File: src/rtl/uart_fifo_pkg.sv
package uart_fifo_pkg;

    typedef enum logic [2:0] {
        A_DATA  = 3'd0,
        A_PARAM = 3'd1,
        A_CTRL  = 3'd2,
        A_STAT  = 3'd3,
        A_TXWM  = 3'd4,
        A_RXWM  = 3'd5,
        A_TXCNT = 3'd6,
        A_SPARE = 3'd7
    } reg_addr_e;

    // parameter register bit positions
    localparam int P_TXEN = 7;
    localparam int P_RXEN = 3;
    // control register flush bit positions
    localparam int C_TXFL = 7;
    localparam int C_RXFL = 6;
    // status register bit positions
    localparam int S_TXEMP = 6 + 1;
    localparam int S_RXEMP = 6;
    localparam int F_RXOV  = 2;
    localparam int F_TXOV  = 1;
    localparam int F_RXUN  = 0;

    function automatic int depth_of(input int code);
        return 1 << (code + 1);
    endfunction

endpackage

File: src/rtl/uart_byte_fifo.sv
module uart_byte_fifo #(
    parameter int DEPTH = 8,
    localparam int PW = $clog2(DEPTH),
    localparam int CW = PW + 1
) (
    input  logic          clk,
    input  logic          rst_n,
    input  logic          full_mode,
    input  logic          flush,
    input  logic          push,
    input  logic [7:0]    push_data,
    input  logic          pop,
    output logic [7:0]    head,
    output logic [CW-1:0] count,
    output logic          full,
    output logic          empty,
    output logic          ovf_evt,
    output logic          unf_evt
);

    typedef struct packed {
        logic [PW-1:0] wp;
        logic [PW-1:0] rp;
        logic [CW-1:0] cnt;
    } ptr_t;

    ptr_t       s_d, s_q;
    logic [7:0] mem_d [DEPTH];
    logic [7:0] mem_q [DEPTH];
    logic [CW-1:0] cap;
    logic       do_push, do_pop;

    always_comb begin
        s_d     = s_q;
        mem_d   = mem_q;
        cap     = full_mode ? CW'(DEPTH) : CW'(1);
        full    = (s_q.cnt >= cap);
        empty   = (s_q.cnt == '0);
        do_pop  = pop && !empty;
        do_push = push && (!full || do_pop);
        ovf_evt = push && !do_push && !flush;
        unf_evt = pop && empty && !flush;
        if (flush) begin
            s_d = '0;
        end else begin
            if (do_push) begin
                mem_d[s_q.wp] = push_data;
                s_d.wp        = s_q.wp + PW'(1);
            end
            if (do_pop) begin
                s_d.rp = s_q.rp + PW'(1);
            end
            s_d.cnt = s_q.cnt + CW'(do_push) - CW'(do_pop);
        end
    end

    always_ff @(posedge clk or negedge rst_n) begin
        if (!rst_n) begin
            s_q <= '0;
        end else begin
            s_q <= s_d;
        end
    end

    always_ff @(posedge clk) begin
        mem_q <= mem_d;
    end

    assign head  = mem_q[s_q.rp];
    assign count = s_q.cnt;

endmodule

File: src/rtl/uart_wm_cmp.sv
module uart_wm_cmp #(
    parameter int CW       = 4,
    parameter bit AT_MOST  = 1'b1,
    localparam int W       = (CW > 8) ? CW : 8
) (
    input  logic [CW-1:0] level,
    input  logic [7:0]    mark,
    output logic          hit
);

    logic [W-1:0] lvl_w, mark_w;

    always_comb begin
        lvl_w  = W'(level);
        mark_w = W'(mark);
    end

    generate
        if (AT_MOST) begin : g_le
            assign hit = (lvl_w <= mark_w);
        end else begin : g_ge
            assign hit = (lvl_w >= mark_w);
        end
    endgenerate

endmodule

File: src/rtl/uart_fifo_wm.sv
module uart_fifo_wm
    import uart_fifo_pkg::*;
#(
    parameter int TX_CODE = 2,
    parameter int RX_CODE = 2,
    localparam int TX_DEPTH = depth_of(TX_CODE),
    localparam int RX_DEPTH = depth_of(RX_CODE),
    localparam int TX_CW = $clog2(TX_DEPTH) + 1,
    localparam int RX_CW = $clog2(RX_DEPTH) + 1
) (
    input  logic       clk,
    input  logic       rst_n,
    input  logic       reg_wr,
    input  logic       reg_rd,
    input  logic [2:0] reg_addr,
    input  logic [7:0] reg_wdata,
    output logic [7:0] reg_rdata,
    input  logic       tx_pop,
    output logic [7:0] tx_byte,
    output logic       tx_valid,
    input  logic       rx_push,
    input  logic [7:0] rx_byte,
    output logic       tx_req,
    output logic       rx_req,
    output logic       err_irq
);

    typedef struct packed {
        logic       tx_en;
        logic       rx_en;
        logic [2:0] ie;
        logic [2:0] flags;
        logic [7:0] tx_wm;
        logic [7:0] rx_wm;
    } regs_t;

    regs_t r_d, r_q;

    logic             wr_data, rd_data, wr_ctrl, wr_stat;
    logic             tx_flush, rx_flush;
    logic [7:0]       tx_head, rx_head;
    logic [TX_CW-1:0] tx_cnt;
    logic [RX_CW-1:0] rx_cnt;
    logic             tx_full, tx_empty, tx_ovf, tx_unf_unused;
    logic             rx_full, rx_empty, rx_ovf, rx_unf;
    logic [2:0]       err_flags;
    logic             tx_en, rx_en;

    // register strobes
    assign wr_data  = reg_wr && (reg_addr == A_DATA);
    assign rd_data  = reg_rd && (reg_addr == A_DATA);
    assign wr_ctrl  = reg_wr && (reg_addr == A_CTRL);
    assign wr_stat  = reg_wr && (reg_addr == A_STAT);
    assign tx_flush = wr_ctrl && reg_wdata[C_TXFL];
    assign rx_flush = wr_ctrl && reg_wdata[C_RXFL];

    uart_byte_fifo #(.DEPTH(TX_DEPTH)) u_tx_fifo (
        .clk       (clk),
        .rst_n     (rst_n),
        .full_mode (r_q.tx_en),
        .flush     (tx_flush),
        .push      (wr_data),
        .push_data (reg_wdata),
        .pop       (tx_pop),
        .head      (tx_head),
        .count     (tx_cnt),
        .full      (tx_full),
        .empty     (tx_empty),
        .ovf_evt   (tx_ovf),
        .unf_evt   (tx_unf_unused)
    );

    uart_byte_fifo #(.DEPTH(RX_DEPTH)) u_rx_fifo (
        .clk       (clk),
        .rst_n     (rst_n),
        .full_mode (r_q.rx_en),
        .flush     (rx_flush),
        .push      (rx_push),
        .push_data (rx_byte),
        .pop       (rd_data),
        .head      (rx_head),
        .count     (rx_cnt),
        .full      (rx_full),
        .empty     (rx_empty),
        .ovf_evt   (rx_ovf),
        .unf_evt   (rx_unf)
    );

    uart_wm_cmp #(.CW(TX_CW), .AT_MOST(1'b1)) u_tx_wm (
        .level (tx_cnt),
        .mark  (r_q.tx_wm),
        .hit   (tx_req)
    );

    uart_wm_cmp #(.CW(RX_CW), .AT_MOST(1'b0)) u_rx_wm (
        .level (rx_cnt),
        .mark  (r_q.rx_wm),
        .hit   (rx_req)
    );

    // next register state
    always_comb begin
        logic [2:0] clr_mask;
        logic [2:0] set_mask;
        r_d      = r_q;
        clr_mask = wr_stat ? reg_wdata[2:0] : 3'b000;
        set_mask = '0;
        set_mask[F_RXOV] = rx_ovf;
        set_mask[F_TXOV] = tx_ovf;
        set_mask[F_RXUN] = rx_unf;
        r_d.flags = (r_q.flags & ~clr_mask) | set_mask;
        if (reg_wr) begin
            case (reg_addr)
                A_PARAM: begin
                    r_d.tx_en = reg_wdata[P_TXEN];
                    r_d.rx_en = reg_wdata[P_RXEN];
                end
                A_CTRL:  r_d.ie    = reg_wdata[2:0];
                A_TXWM:  r_d.tx_wm = reg_wdata;
                A_RXWM:  r_d.rx_wm = reg_wdata;
                default: ;
            endcase
        end
    end

    always_ff @(posedge clk or negedge rst_n) begin
        if (!rst_n) begin
            r_q       <= '0;
            r_q.rx_wm <= 8'd1;
        end else begin
            r_q <= r_d;
        end
    end

    // read path
    always_comb begin
        reg_rdata = '0;
        case (reg_addr)
            A_DATA:  reg_rdata = rx_head;
            A_PARAM: reg_rdata = {r_q.tx_en, 3'(TX_CODE), r_q.rx_en, 3'(RX_CODE)};
            A_CTRL:  reg_rdata = {5'b0, r_q.ie};
            A_STAT: begin
                reg_rdata[S_TXEMP] = tx_empty;
                reg_rdata[S_RXEMP] = rx_empty;
                reg_rdata[2:0]     = r_q.flags;
            end
            A_TXWM:  reg_rdata = r_q.tx_wm;
            A_RXWM:  reg_rdata = r_q.rx_wm;
            A_TXCNT: reg_rdata = 8'(tx_cnt);
            default: reg_rdata = '0;
        endcase
    end

    assign tx_byte   = tx_head;
    assign tx_valid  = !tx_empty;
    assign err_irq   = |(r_q.flags & r_q.ie);
    assign err_flags = r_q.flags;
    assign tx_en     = r_q.tx_en;
    assign rx_en     = r_q.rx_en;

endmodule

File: config.mk
export PLATFORM = sky130hd
export DESIGN_NAME = uart_fifo_wm
export DESIGN_NICKNAME = d
export VERILOG_FILES = /design/src/rtl/uart_fifo_pkg.sv /design/src/rtl/uart_byte_fifo.sv /design/src/rtl/uart_wm_cmp.sv /design/src/rtl/uart_fifo_wm.sv
export SDC_FILE = /design/constraint.sdc
export NUM_CORES = 1
export LEC_CHECK = 0
export ABC_AREA = 1
export BUFFER_PORTS_ARGS = -buffer_cell sky130_fd_sc_hd__buf_4
export CAP_MARGIN = 20
export CELL_PAD_IN_SITES_DETAIL_PLACEMENT = 1
export CELL_PAD_IN_SITES_GLOBAL_PLACEMENT = 1
export CORE_MARGIN = 2
export CORE_UTILIZATION = 52
export DETAILED_ROUTE_END_ITERATION = 16
export PLACE_DENSITY = 0.9
export SLEW_MARGIN = 20
export SYNTH_ARGS = -nofsm -noshare
export SYNTH_HDL_FRONTEND = slang
export SYNTH_SLANG_ARGS = --single-unit
File: constraint.sdc
create_clock -name clk -period 4.2 [get_ports clk]
set_input_delay 0.42 -clock clk [delete_from_list [all_inputs] [get_ports clk]]
set_output_delay 0.42 -clock clk [all_outputs]
set_load 0.02 [all_outputs]
## Word level (Yosys, flattened, before mapping)

Cells that the tools add are included.

| word-level totals | value |
|---|---|
| register bits | 172 |
| bits in latches | 0 |
| bits in writable memories | 0 |
| bits in read-only memories | 0 |
| output and inout port bits | 20 |
| memories | 0 |

| cells by class | value |
|---|---|
| add/sub/neg operators | 8 |
| $mul | 0 |
| div/mod/pow operators | 0 |
| magnitude comparators | 10 |
| equality and inequality tests | 6 |
| shift-type cells | 0 |
| multiplexer cells | 24 |
| bitwise gates (word level) | 10 |
| reduce and logical (&&, ||, !) cells | 42 |

Operators by type and width:

| operator | number |
|---|---|
| $bwmux 64 | 2 |
| $bmux 8 s3 | 2 |
| $demux 8 s3 | 2 |
| $mux 8 | 6 |
| $pmux 3 s7 | 1 |
| $mux 10 | 2 |
| $logic_and 1x1->1 | 18 |
| $ge 4x4->1 const B | 4 |
| $not 3->4 | 4 |
| $mux 3 | 5 |
| $pmux 3 s5 | 1 |
| $add 3x1->3 const B | 4 |
| $reduce_and 2->1 | 6 |
| $pmux 2 s5 | 1 |
| $eq 3x3->1 const B | 3 |
| $add 4x1->4 | 2 |
| $ge 4x4->1 | 2 |
| $ge 4x8->1 | 1 |
| $le 4x8->1 | 1 |
| $logic_not 1->1 | 8 |
| $logic_not 4->1 | 2 |
| $lt 4x1->1 const B | 2 |
| $mux 4 | 2 |
| $reduce_bool 2->1 | 4 |
| 10 further kinds | 15 |

## Longest topological paths before layout

| logic depth | value |
|---|---|
| depth after elaboration | 9 |
| mapped depth | 14 |
| depth with buffers taken out | 14 |

## Modules after synthesis

From an unflattened synthesis, not the netlist that was laid out.

| unflattened totals | value |
|---|---|
| cells, all modules | 855 |
| area total of the unflattened synthesis | 8285.4 um^2 |

By module, submodules not included:

| module | instances | cells each | area an instance (um^2) | seq. area each (um^2) |
|---|---|---|---|---|
| uart_byte_fifo (u_rx_fifo) | 1 | 302 | 3316.9 | 2172.1 |
| uart_byte_fifo (u_tx_fifo) | 1 | 304 | 3288.2 | 2172.1 |
| uart_fifo_wm | 1 | 200 | 1421.4 | 601.8 |
| uart_wm_cmp (u_rx_wm) | 1 | 25 | 130.1 | 0.0 |
| uart_wm_cmp (u_tx_wm) | 1 | 24 | 128.9 | 0.0 |

## Worst setup path after synthesis

No wires, ideal clock.

| timing path | value |
|---|---|
| path type | register -> register |
| start | reg u_tx_fifo.s_q (netlist bit u_tx_fifo.count[2]) |
| end | reg u_tx_fifo.s_q (netlist bit u_tx_fifo.count[2]) |
| library setup time | 113 ps |
| arrival | 2238 ps |
| required time | 4087 ps |
| setup slack | 1849 ps |
| cell stages (with the launch flop) | 13 |
| buffers on the path | 0 |
| cells stage by stage | dfrtp_1 -> inv_1 -> ha_1 -> nand3_1 -> nand2_1 -> inv_1 -> ha_1 -> inv_1 -> ha_1 -> fa_1 -> xor2_1 -> nand2_1 -> inv_1 |

RTL lines:

| element | line | text |
|---|---|---|
| start, declared | uart_byte_fifo.sv:27 | `ptr_t s_d, s_q;` |
| start signal, assigned | uart_byte_fifo.sv:59 | `s_q <= '0;` |
| start signal, assigned | uart_byte_fifo.sv:61 | `s_q <= s_d;` |

## Final worst setup path

| timing path | value |
|---|---|
| start | reg u_rx_fifo.s_q[4] in the netlist's numbering |
| end | out reg_rdata[0] |

| on the way | value |
|---|---|
| longest elaborated chain between the ends | 5 |

RTL lines:

| element | line | text |
|---|---|---|
| start, declared | uart_byte_fifo.sv:27 |  |
| start signal, assigned | uart_byte_fifo.sv:59 |  |
| start signal, assigned | uart_byte_fifo.sv:61 |  |
| $not 3->4 (implied by the code) | uart_byte_fifo.sv:69 | `assign head = mem_q[s_q.rp];` |
| $bmux 8 s3 | uart_byte_fifo.sv:69 |  |
| $mux 8 (implied by the code) (2 in series) | uart_byte_fifo.sv:69 |  |
| $pmux 3 s7 | uart_fifo_wm.sv:138 | `case (reg_addr)` |
| end, declared | uart_fifo_wm.sv:17 | `output logic [7:0] reg_rdata,` |

Every way passes these cells. The select of a mux whose other input is x is not followed.

==> results_dict.tcl <==
set metrics [dict create \
    place_ws_ps 1530 \
    layout_common_cells "134 x nor2_1, 128 x edfxtp_1, 113 x nand2_1, 104 x o21ai_0, 63 x inv_1" \
    grt_usage 0.276 \
    dr.pass1.iters 5 \
    ys_seq_elements 172 \
    fmax_ghz 0.330 \
    antenna_found_initial 0 \
    core_um2 15000 \
    post-route-period-util 0.721 \
    ctsHtreeMaxLevel 4 \
    worstPathRequired_ps 3780 \
    slew_viol_final 0 \
    internal-power_w 0.00357 \
    ys_seq_area_frac 0.624 \
    drc_errors 0 \
    setup_viol 0 \
    cts_tree "done" \
    final_util 0.596 \
    cts_num_sinks 172 \
    avgSynthCellArea_um2 10.2 \
    end_kind "output pin" \
    clk_pin_slew_ps 70 \
    holdBufCountCts 0 \
    die_area_um2 16200 \
    power_w 0.00584 \
    peakVddDrop_uv 345 \
    pin_count 45 \
    numPortBuffers 44 \
    cts_buffer_depth 2 \
    yosys_warnings 0 \
    drt-initial-drc-count 429 \
    grt_pass1_wl_mm 34.0 \
    p_seq_frac 0.392 \
    die_y_um 127 \
    startpoint_type "flop" \
    grt_pass1_vias 6395 \
    floorplan.initialDensity 0.527 \
    post_drt_wl_per_cell_um 20.9 \
    ant_nets 0 \
    root_buffer "clkbuf_16" \
    worst_pin_slew_ps 1040 \
    hpwl_mm 14.5 \
    slew_headroom 0.306 \
    netlist_instances 774 \
    row_count 45 \
    vias 5926 \
    setup_ws_ps 1170 \
    hold_path.class "in2async" \
    period_needed_ps 3030 \
    nFillCells 1625 \
    antenna-diode-count 0 \
    grt_max_degree 45 \
    hold_viol 16 \
    cp_data_arrival_time_ps 2610 \
    p_switching_w 0.00228 \
    violations "hold timing" \
    grt_overflow 0 \
    syn_nets 827 \
    finClkSkew_ps 6.68 \
    ctsResizeCount 0 \
    outcome "complete, but fails checks" \
    place_congestion 0.899 \
    fin_hold_ws_ps -10.4 \
    power_frac_comb 0.349 \
    cts_setup_buffers 0 \
    timing.setup.tns_ps 0 \
    drive_gt1_frac 0.132 \
    area_delta_synth_final_pct 13.1 \
    swShare 0.389 \
    insertion_delay_ps 440 \
    layout_commonest_cell "nor2_1" \
    powerDensity_nw_per_um2 652 \
    die_w_um 127 \
    critical_path_class "reg2out" \
    cts_buffers 17 \
    synth_area_um2 7930 \
    vias_per_cell 5.84 \
    fin_nets 867 \
    critPathMaxFanout 34 \
    rsz0062_at_grt "no" \
    clockPowerShare 0.260 \
    drt_wl_total_mm 21.2 \
    yosysUniqueCellTypes 35 \
    leakagePower_nw 3.68 \
    maxCapViolations 0 \
]
==> power groups by stage <==
stage / clock, W / combinational [W] / sequential (W)
after floorplan: 0 / 0.00146 / 0.00216
after global placement: 0 / 0.00183 / 0.00229
after detailed placement: 0 / 0.00201 / 0.00232
after CTS: 0.00153 / 0.00205 / 0.00228
after global routing: 0.00159 / 0.00230 / 0.00231
final: 0.00152 / 0.00204 / 0.00229
==> sequential cells by signal, indices dropped and copies added (netlist names) <==
register and flops:
u_rx_fifo.mem_q 64, u_tx_fifo.mem_q 64, r_q 19, u_rx_fifo.s_q 6, u_tx_fifo.s_q 6, u_rx_fifo.count 4
u_tx_fifo.count 4, err_flags 3, rx_en 1, tx_en 1
==> metrics by stage <==
step           cell area, µm²  cells  hold slack (ps)
2_1_floorplan            7930    774              124
3_3_place_gp             8380    982              452
3_5_place_dp             8390    983              472
4_1_cts                  8950   1015             6.96
5_1_grt                  8960   1015             24.0
6_report                 8960   1015            -10.4
==> logic make-up after synthesis <==
| kind of cell | after synthesis | synth area share |
|---|---|---|
| compound gates | 137 | 0.0879 |
| xor+xnor | 4 | 0.00442 |
| fa+ha+maj | 28 | 0.0461 |
| buf+inv | 98 | 0.0500 |
| flops | 172 | 0.624 |
| simple gates | 335 | 0.188 |
==> Yosys cell counts (all sizes together) <==
| cell type | instances | share of area |
|---|---|---|
| a21oi | 14 | 0.0088 |
| a31oi | 1 | 0.00079 |
| buf | 15 | 0.010 |
| clkbuf | 11 | 0.0057 |
| clkinv | 1 | 0.00047 |
| dfrtp | 43 | 0.14 |
| dfstp | 1 | 0.0033 |
| edfxtp | 128 | 0.48 |
| fa | 2 | 0.0051 |
| ha | 26 | 0.041 |
| inv | 71 | 0.034 |
| nand2 | 123 | 0.063 |
| nand3 | 60 | 0.044 |
| nand4 | 5 | 0.0039 |
| nor2 | 139 | 0.070 |
| nor3 | 7 | 0.0058 |
| nor4 | 1 | 0.00079 |
| o211ai | 2 | 0.0019 |
| o21ai | 116 | 0.073 |
| o22ai | 4 | 0.0032 |
| xor2 | 4 | 0.0044 |
==> area by class of cell <==
class | count | area (µm²) | share of cell area
Timing Repair Buffer | 47 | 350 | 0.0391
Sequential cell | 172 | 4950 | 0.552
Clock buffer | 19 | 433 | 0.0483
Clock inverter | 13 | 128 | 0.0142
Multi-Input combinational cell | 504 | 2600 | 0.290
Inverter | 72 | 270 | 0.0302
Tap cell | 188 | 235 | 0.0262
==> worst paths after layout <==
path                                                   start                            end  slack (ps)  depth (start not counted)
worst min-delay path                                   rst_n   u_rx_fifo.count[1]$_DFF_PN0_         -10                          1
max in group asynchronous                              rst_n   u_tx_fifo.s_q[6]$_DFFE_PN0P_        3800                          1
min in group clk                                  rx_byte[7]  u_rx_fifo.mem_q[55]$_DFFE_PP_         220                          1
worst max-delay path            u_rx_fifo.s_q[4]$_DFFE_PN0P_                   reg_rdata[0]        1170                          7
worst min register to register            r_q[9]$_DFFE_PN0P_             r_q[9]$_DFFE_PN0P_         500                          2
worst max register to register  u_tx_fifo.count[2]$_DFF_PN0_  u_tx_fifo.mem_q[35]$_DFFE_PP_        1610                          8
==> metal layers <==
| layer | vias to the layer above | global-route usage | wire (µm) |
|---|---|---|---|
| met4 | 0 | 0.120 | 682 |
| met5 | - | 0 | 0 |
| met1 | 3004 | 0.328 | 8420 |
| met3 | 50 | 0.0553 | 916 |
| met2 | 166 | 0.489 | 11200 |
| li1 | 2706 | - | - |
==> critical path, cell delays in order (launching register included) <==
cell and delay (ps):
dfrtp_1 380, buf_4 250, inv_1 700, o21ai_0 260
nand3_1 160, nand3_1 140, nand2_1 130, buf_4 150
No activity file was read; power rests on OpenSTA's default activity.
